**src/rtl/fa_pkg.sv**
```systemverilog
package fa_pkg;
    localparam int PARCEL_W = 16;
    localparam int WORD_W   = 2 * PARCEL_W;
    localparam int ADDR_W   = 32;

    typedef enum logic [1:0] {
        ST_FETCH  = 2'd0,
        ST_SECOND = 2'd1,
        ST_ISSUE  = 2'd2
    } fa_state_e;
endpackage

```
**src/rtl/fa_parcel_order.sv**
```systemverilog
module fa_parcel_order #(
    parameter int  WIDTH = 32,
    parameter bit  SWAP  = 1'b0
) (
    input  logic [WIDTH-1:0] raw_i,
    output logic [WIDTH-1:0] ord_o
);
    localparam int HALF = WIDTH / 2;

    generate
        if (SWAP) begin : g_swap
            assign ord_o = {raw_i[HALF-1:0], raw_i[WIDTH-1:HALF]};
        end else begin : g_keep
            assign ord_o = raw_i;
        end
    endgenerate
endmodule

```
**src/rtl/fa_len_detect.sv**
```systemverilog
module fa_len_detect #(
    parameter int PW = 16
) (
    input  logic [PW-1:0] parcel_i,
    output logic          wide_o
);
    // Both low bits set marks the first parcel of a full-length instruction.
    assign wide_o = &parcel_i[1:0];
endmodule

```
**src/rtl/fa_pc_step.sv**
```systemverilog
module fa_pc_step #(
    parameter int AW       = 32,
    parameter int PARCEL_B = 2
) (
    input  logic [AW-1:0] pc_i,
    input  logic          short_i,
    output logic [AW-1:0] pc_o
);
    localparam int WORD_B = 2 * PARCEL_B;

    assign pc_o = pc_i + (short_i ? AW'(PARCEL_B) : AW'(WORD_B));
endmodule

```
**src/rtl/fetch_aligner.sv**
```systemverilog
module fetch_aligner
    import fa_pkg::*;
#(
    parameter logic [31:0] RESET_ADDR       = 32'h0000_0000,
    parameter bit          BIG_PARCEL_ORDER = 1'b0
) (
    input  logic        clk,
    input  logic        rst_n,
    input  logic        redirect_i,
    input  logic [31:0] redirect_pc_i,
    output logic        mem_valid_o,
    output logic [31:0] mem_addr_o,
    input  logic        mem_ready_i,
    input  logic [31:0] mem_rdata_i,
    output logic        ins_valid_o,
    output logic [31:0] ins_data_o,
    output logic        ins_compressed_o,
    output logic [31:0] ins_pc_o,
    input  logic        ins_ready_i
);
    localparam int PARCEL_B = PARCEL_W / 8;
    localparam int WIDX_W   = ADDR_W - 2;

    fa_state_e             state_q, state_d;
    logic [ADDR_W-1:0]     pc_q, pc_d;
    logic [PARCEL_W-1:0]   buf_q, buf_d;
    logic                  pf_q, pf_d;
    logic [WORD_W-1:0]     ins_q, ins_d;
    logic                  comp_q, comp_d;

    logic [WORD_W-1:0]     word_w;
    logic [PARCEL_W-1:0]   lo_w, hi_w, first_w;
    logic                  use_buf_w, first_wide_w;
    logic [ADDR_W-1:0]     pc_next_w;
    logic [WIDX_W-1:0]     widx_w;

    fa_parcel_order #(.WIDTH(WORD_W), .SWAP(BIG_PARCEL_ORDER)) u_order (
        .raw_i (mem_rdata_i),
        .ord_o (word_w)
    );

    assign lo_w      = word_w[PARCEL_W-1:0];
    assign hi_w      = word_w[WORD_W-1:PARCEL_W];
    assign use_buf_w = pf_q && pc_q[1];
    assign first_w   = use_buf_w ? buf_q : (pc_q[1] ? hi_w : lo_w);

    fa_len_detect #(.PW(PARCEL_W)) u_len (
        .parcel_i (first_w),
        .wide_o   (first_wide_w)
    );

    fa_pc_step #(.AW(ADDR_W), .PARCEL_B(PARCEL_B)) u_step (
        .pc_i    (pc_q),
        .short_i (comp_q),
        .pc_o    (pc_next_w)
    );

    // Next-state and datapath selection
    always_comb begin
        state_d = state_q;
        pc_d    = pc_q;
        buf_d   = buf_q;
        pf_d    = pf_q;
        ins_d   = ins_q;
        comp_d  = comp_q;
        unique case (state_q)
            ST_FETCH: begin
                if (use_buf_w) begin
                    pf_d = 1'b0;
                    if (!first_wide_w) begin
                        ins_d   = {{PARCEL_W{1'b0}}, buf_q};
                        comp_d  = 1'b1;
                        state_d = ST_ISSUE;
                    end else begin
                        state_d = ST_SECOND;
                    end
                end else if (mem_ready_i) begin
                    if (!pc_q[1]) begin
                        if (!first_wide_w) begin
                            ins_d  = {{PARCEL_W{1'b0}}, lo_w};
                            comp_d = 1'b1;
                            buf_d  = hi_w;
                            pf_d   = 1'b1;
                        end else begin
                            ins_d  = word_w;
                            comp_d = 1'b0;
                            pf_d   = 1'b0;
                        end
                        state_d = ST_ISSUE;
                    end else begin
                        pf_d = 1'b0;
                        if (!first_wide_w) begin
                            ins_d   = {{PARCEL_W{1'b0}}, hi_w};
                            comp_d  = 1'b1;
                            state_d = ST_ISSUE;
                        end else begin
                            buf_d   = hi_w;
                            state_d = ST_SECOND;
                        end
                    end
                end
            end
            ST_SECOND: begin
                if (mem_ready_i) begin
                    ins_d   = {lo_w, buf_q};
                    comp_d  = 1'b0;
                    buf_d   = hi_w;
                    pf_d    = 1'b1;
                    state_d = ST_ISSUE;
                end
            end
            ST_ISSUE: begin
                if (ins_ready_i) begin
                    pc_d    = pc_next_w;
                    state_d = ST_FETCH;
                end
            end
            default: state_d = ST_FETCH;
        endcase
        if (redirect_i) begin
            pc_d    = redirect_pc_i & 32'hFFFF_FFFE;
            pf_d    = 1'b0;
            state_d = ST_FETCH;
        end
    end

    // State register
    always_ff @(posedge clk or negedge rst_n) begin
        if (!rst_n) begin
            state_q <= ST_FETCH;
            pc_q    <= RESET_ADDR & 32'hFFFF_FFFE;
            buf_q   <= '0;
            pf_q    <= 1'b0;
            ins_q   <= '0;
            comp_q  <= 1'b0;
        end else begin
            state_q <= state_d;
            pc_q    <= pc_d;
            buf_q   <= buf_d;
            pf_q    <= pf_d;
            ins_q   <= ins_d;
            comp_q  <= comp_d;
        end
    end

    // Outputs
    assign widx_w = pc_q[ADDR_W-1:2] + WIDX_W'(state_q == ST_SECOND);

    always_comb begin
        mem_valid_o      = (state_q == ST_SECOND) || (state_q == ST_FETCH && !use_buf_w);
        mem_addr_o       = {widx_w, 2'b00};
        ins_valid_o      = (state_q == ST_ISSUE);
        ins_data_o       = ins_q;
        ins_compressed_o = comp_q;
        ins_pc_o         = pc_q;
    end


    addr_align_chk: assert property (@(posedge clk) disable iff (!rst_n)
        mem_valid_o |-> (mem_addr_o[1:0] == 2'b00));


    mem_hold_chk: assert property (@(posedge clk) disable iff (!rst_n)
        (mem_valid_o && !mem_ready_i && !redirect_i) |=> (mem_valid_o && $stable(mem_addr_o)));


    out_hold_chk: assert property (@(posedge clk) disable iff (!rst_n)
        (ins_valid_o && !ins_ready_i && !redirect_i) |=>
            (ins_valid_o && $stable(ins_data_o) && $stable(ins_pc_o) && $stable(ins_compressed_o)));


    len_flag_chk: assert property (@(posedge clk) disable iff (!rst_n)
        ins_valid_o |-> (ins_compressed_o == (ins_data_o[1:0] != 2'b11)));


    pc_step_chk: assert property (@(posedge clk) disable iff (!rst_n)
        (ins_valid_o && ins_ready_i && !redirect_i) |=>
            ((pc_q - $past(ins_pc_o)) == ($past(ins_compressed_o) ? 32'd2 : 32'd4)));


    flush_chk: assert property (@(posedge clk) disable iff (!rst_n)
        redirect_i |=> (!ins_valid_o && !pf_q && (pc_q == ($past(redirect_pc_i) & 32'hFFFF_FFFE))));


    no_refetch_chk: assert property (@(posedge clk) disable iff (!rst_n)
        (state_q == ST_FETCH && pf_q && pc_q[1]) |-> !mem_valid_o);
endmodule

```
**config.mk**
```make
export PLATFORM = sky130hd
export DESIGN_NAME = fetch_aligner
export DESIGN_NICKNAME = d
export VERILOG_FILES = /design/src/rtl/fa_pkg.sv /design/src/rtl/fa_parcel_order.sv /design/src/rtl/fa_len_detect.sv /design/src/rtl/fa_pc_step.sv /design/src/rtl/fetch_aligner.sv
export SDC_FILE = /design/constraint.sdc
export NUM_CORES = 1
export LEC_CHECK = 0
export BUFFER_PORTS_ARGS = -buffer_cell sky130_fd_sc_hd__buf_2
export CORE_ASPECT_RATIO = 1.2
export CORE_MARGIN = 5
export CORE_UTILIZATION = 56
export CTS_CLUSTER_DIAMETER = 200
export DETAILED_ROUTE_END_ITERATION = 7
export PLACE_DENSITY = 0.89
export SYNTH_ARGS = -nofsm -noshare
export SYNTH_HDL_FRONTEND = slang
export SYNTH_SLANG_ARGS = --single-unit
```
**constraint.sdc**
```tcl
create_clock -name clk -period 6.86 [get_ports clk]
set_input_delay 0.686 -clock clk [delete_from_list [all_inputs] [get_ports clk]]
set_output_delay 0.686 -clock clk [all_outputs]
set_load 0.005 [all_outputs]
```
## Yosys cells after proc, flatten, opt, wreduce, memory -nomap -nowiden

Index checks and enable logic that the tools add are counted.

| word-level totals | value |
|---|---|
| output and inout port bits | 99 |
| input bits | 69 |
| word-level logic and storage cells | 79 |
| register bits | 84 |

| operators by class | value |
|---|---|
| eq/ne operators | 13 |
| mux-type cells | 42 |
| add/subtract/negate cells | 2 |
| reduce and logical (&&, ||, !) cells | 16 |

Operators by type and width:

| cell | count |
|---|---|
| 2-to-1 mux 32 bit | 10 |
| 2-to-1 mux 16 bit | 6 |
| case mux 32 bit (2 select lines) | 1 |
| adder 32 bit | 1 |
| case mux 16 bit (2 select lines) | 1 |
| adder 30 x 1 -> 30 bit | 1 |
| 2-to-1 mux 2 bit | 9 |
| inequality test 3 bit (second input constant) | 6 |
| 2-to-1 mux 1 bit | 11 |
| AND reduction 3 bit | 3 |
| inequality test 2 bit (second input constant) | 3 |
| case mux 2 bit (3 select lines) | 1 |
| AND reduction 6 bit | 1 |
| nonzero test 2 bit | 3 |
| AND reduction 5 bit | 1 |
| inequality test 4 bit (second input constant) | 1 |
| case mux 1 bit (2 select lines) | 2 |
| AND reduction 2 bit | 2 |
| 2-to-1 mux 3 bit | 1 |
| inequality test 3 x 2 -> 1 bit (second input constant) | 1 |
| nonzero test 3 bit | 1 |
| == test 2 x 1 -> 1 bit (second input constant) | 1 |
| == test 2 bit (second input constant) | 1 |
| logical AND 1 bit | 2 |
| 3 further kinds | 3 |

## Logic depth before layout (Yosys ltp)

| depth | value |
|---|---|
| depth in word-level cells | 9 |
| mapped depth | 11 |
| gate-level depth less buffers | 8 |

## Cells and area by module

A second synthesis with hierarchy kept.

| second synthesis, totals | value |
|---|---|
| cell total of the unflattened synthesis | 622 |
| area, all modules | 5570.3 um^2 |

Modules (own cells, without submodules):

| module | times used | cells each | area each (um^2) | sequential area each (um^2) |
|---|---|---|---|---|
| fetch_aligner | 1 | 497 | 4640.7 | 2102.0 |
| fa_pc_step | 1 | 92 | 683.2 | 0.0 |
| fa_parcel_order | 1 | 32 | 240.2 | 0.0 |
| fa_len_detect | 1 | 1 | 6.3 | 0.0 |

## Least setup slack after synthesis

OpenSTA, ideal clock, no wires.

| timing | value |
|---|---|
| kind | register -> output |
| start point | register state_q[1] |
| end point | output port mem_addr_o[28] |
| path buffers | 3 |
| path slack | 3.292 ns |
| data arrival time | 2.882 ns |
| stages on the path, launching flop included | 12 |
| data required time | 6.174 ns |
| path through | dfrtp_1 -> nand2b_1 -> clkbuf_1 -> inv_1 -> clkbuf_1 -> clkbuf_1 -> ha_1 -> ha_1 -> nand3_1 -> nor3_1 -> nand4_1 -> xnor2_1 |

| on the way | value |
|---|---|
| cells in the longest elaborated chain, start to end | 2 |

RTL lines:

| item | RTL line | RTL |
|---|---|---|
| start: declaration | fetch_aligner.sv:24 | `fa_state_e state_q, state_d;` |
| start signal: assignment | fetch_aligner.sv:137 | `state_q <= state_d;` |
| == test 2 x 1 -> 1 bit | fetch_aligner.sv:147 | `assign widx_w = pc_q[ADDR_W-1:2] + WIDX_W'(state_q == ST_SECOND);` |
| adder 30 x 1 -> 30 bit | fetch_aligner.sv:147 |  |
| end: declaration | fetch_aligner.sv:12 | `output logic [31:0] mem_addr_o,` |

Every way passes these cells.

## Final worst setup path

Ends and elaborated chain as after synthesis.

==> results_dict.tcl <==
set metrics [dict create \
    worst-slew-pin-transition_ns 1.16 \
    tritoncts "done" \
    edff_count_synth 0 \
    critical_path.reg2reg.endpoint "ins_pc_o[29]" \
    floorplan.die.width_um 98.0 \
    n_fill_cell 713 \
    critPathArrivalTime_ns 3.97 \
    synth_top_cell_area_share_pct 39.9 \
    antenna_cells_inserted 0 \
    postSynthCellCount 556 \
    timing.reg2reg.setup_slack_ns 3.50 \
    rr_startpoint "ins_pc_o[1]" \
    final_util_pct 67.4 \
    final_min_period_over_clock_period_pct 67.9 \
    detailedPlace.worstSlack_ns 2.68 \
    vias_in_the_first_global_route 4855 \
    yosysMostFrequentCell "dfrtp_1" \
    routed_wire_length_per_instance_um 17.7 \
    area_delta_synth_final_pct 17.7 \
    cts.hold.buffers_added 0 \
    cts_made_buffers 9 \
    vdd_ir_drop_max_uv 187 \
    core-area_um2 9080 \
    worstPathRequired_ns 6.17 \
    insertion_delay_of_the_later_clocked_pin_in_the_worst_skew_pair_ns 0.37 \
    result_of_the_run "complete, no violations" \
    final_nets 758 \
    drcViolationCount 0 \
    grt_setup_unrepaired "no" \
    clockRootBuffer "clkbuf_8" \
    cellLeakagePower_nw 2.79 \
    finalWeightedCongestion 0.870 \
    grt_pass1_wl_mm 23.9 \
    worst_min_delay_path_class "input port to asynchronous set/reset pin" \
    synthDistinctLibCells 58 \
    post_cts.resized_instances 0 \
    synthDominantAreaCellType "dfrtp_1" \
    cap_viol_max_count 0 \
    setup-tns-final_ns 0 \
    achievable-frequency_ghz 0.215 \
    grt_antenna_before_repair 0 \
    post_synthesis_mean_instance_area_um2 9.35 \
    ys_seq_elements 83 \
    period_needed_ns 4.66 \
    drive_above_1_share_pct 34.5 \
    synthFlopType "dfrtp_1" \
    timing.final.max_slew_violations 0 \
    fp.dieArea_um2 11300 \
    critPathMaxFanout 50 \
    report.final.setup_viol 0 \
    crit_start "state_q[1]" \
    cts.sinks 83 \
    p_per_area_nw_per_um2 233 \
    routed-via-count 4840 \
    asr_flop_ratio_synth_pct 100 \
    max_slew_margin_pct 22.9 \
    nature_of_the_critical_path_endpoint "primary output" \
    finalHoldViolations 0 \
    wl_met3_mm 1.41 \
    timing_worst_setup_path_type "flop to primary output" \
    detailroute.wirelength.met2_mm 7.10 \
    grt_overflow_total 0 \
    synth_area_um2 5200 \
    viasPerCell 5.98 \
    cts.htree.levels 3 \
    antenna_left 0 \
    ios 168 \
    floorplan.initialDensity_pct 57.3 \
    timing.critical_path.from_type "flop" \
    routed_wl_mm 14.3 \
    top_layer "met4" \
    count_of_warnings_emitted_by_yosys 0 \
    wl_met1_mm 5.36 \
    synth.cells.most_frequent "dfrtp_1, nand2_1, mux2_2" \
    port_buffers 163 \
    first_pass_iters 8 \
    pin_count_of_the_biggest_net_entering_global_routing 84 \
    std_cell_rows 38 \
    final_critical_path_setup_slack_ns 2.20 \
    cts.path.max_buffers 2 \
    fin_worst_hold_slack_ns 0.483 \
    die-height_um 116 \
    ff2ff_path_depth 8 \
    synth_sequential_area_ratio_pct 39.9 \
    place.detailed.hpwl_mm 10.4 \
    drt_first_iter_violations 301 \
    cts.clk_slew.worst_paths_ns 0.10 \
    number_of_buffers_inserted_to_repair_setup_after_cts 0 \
    grt_use_total_pct 25.9 \
    worst_clock_skew_ns 0.0109 \
    synthTopCellsByArea "dfrtp_1, mux2_2, nand2_1, xnor2_1, a31oi_1" \
]
[cell usage in the layout, fill, tap and decap left out, types with 9 or more instances in the layout]
master / instances
nor3_1: 12
a31oi_1: 32
o31ai_1: 14
buf_2: 162
a21oi_1: 18
nor2_1: 35
nand2_1: 65
clkbuf_8: 9
mux2i_1: 15
mux2_2: 48
o21ai_0: 19
xnor2_1: 27
or4_1: 15
inv_1: 10
dfrtp_1: 83
xor2_1: 11
nand4_1: 11
nand3_1: 33
[stage by stage]
step                      instances  cell area (µm²)  power (mW)
after global placement          793             5910        1.03
after detailed placement        793             5910        1.06
after global routing            809             6120        1.51
after CTS                       809             6120        1.44
final                           809             6120        1.43
after floorplan                 558             5210       0.891
[worst max-delay path by stage]
stage / cells after the start / to / slack [ns]
6_report: 9 / mem_addr_o[28] / 2.20
5_1_grt: 9 / mem_addr_o[28] / 1.90
4_1_cts: 9 / mem_addr_o[28] / 2.23
3_5_place_dp: 9 / mem_addr_o[28] / 2.68
3_3_place_gp: 9 / mem_addr_o[28] / 2.75
2_1_floorplan: 11 / mem_addr_o[28] / 3.29
[registers in the layout, summed over array words and instances (netlist names)]
register          cells
ins_data_o           32
ins_pc_o             31
buf_q                16
state_q               2
ins_compressed_o      1
pf_q                  1
[cell type report]
class	count	area, µm²	share of cell area [%]
tap	120	150	2.45
inverter	10	37.5	0.613
clock inverter	7	83.8	1.37
timing repair buffer	165	833	13.6
multi-input combinational	415	2820	46.0
sequential	83	2080	33.9
clock buffer	9	124	2.02
[worst max-delay path, cell delays in order (launching register included)]
cell	delay, ns
dfrtp_1	0.46
nand2b_2	0.67
inv_1	0.24
ha_1	0.25
ha_1	0.20
nand3_1	0.25
nor3_1	0.93
nand4_1	0.22
xnor2_1	0.22
buf_2	0.14
[power breakdown]
part	internal (mW)	switching (mW)
Clock	0.175	0.204
Combinational	0.196	0.184
Sequential	0.582	0.0853
[per-layer routing]
metal  vias up  GRT usage, %
li1       2261             -
met1      2296          30.8
met2       245          43.9
met3        38          7.34
met4         0          11.6
met5         -             0
[kinds of logic after synthesis]
logic type	Yosys count	share of synthesized area (%)
adder cells (fa/ha/maj)	5	1.35
other	1	0.0721
XOR/XNOR	38	6.40
multiplexers	64	13.5
flip-flops	83	39.9
buffers and inverters	60	6.40
AO/OA/AOI/OAI	97	11.8
AND/OR/NAND/NOR	208	20.5
Note: power is estimated with default switching activity, not from simulation.
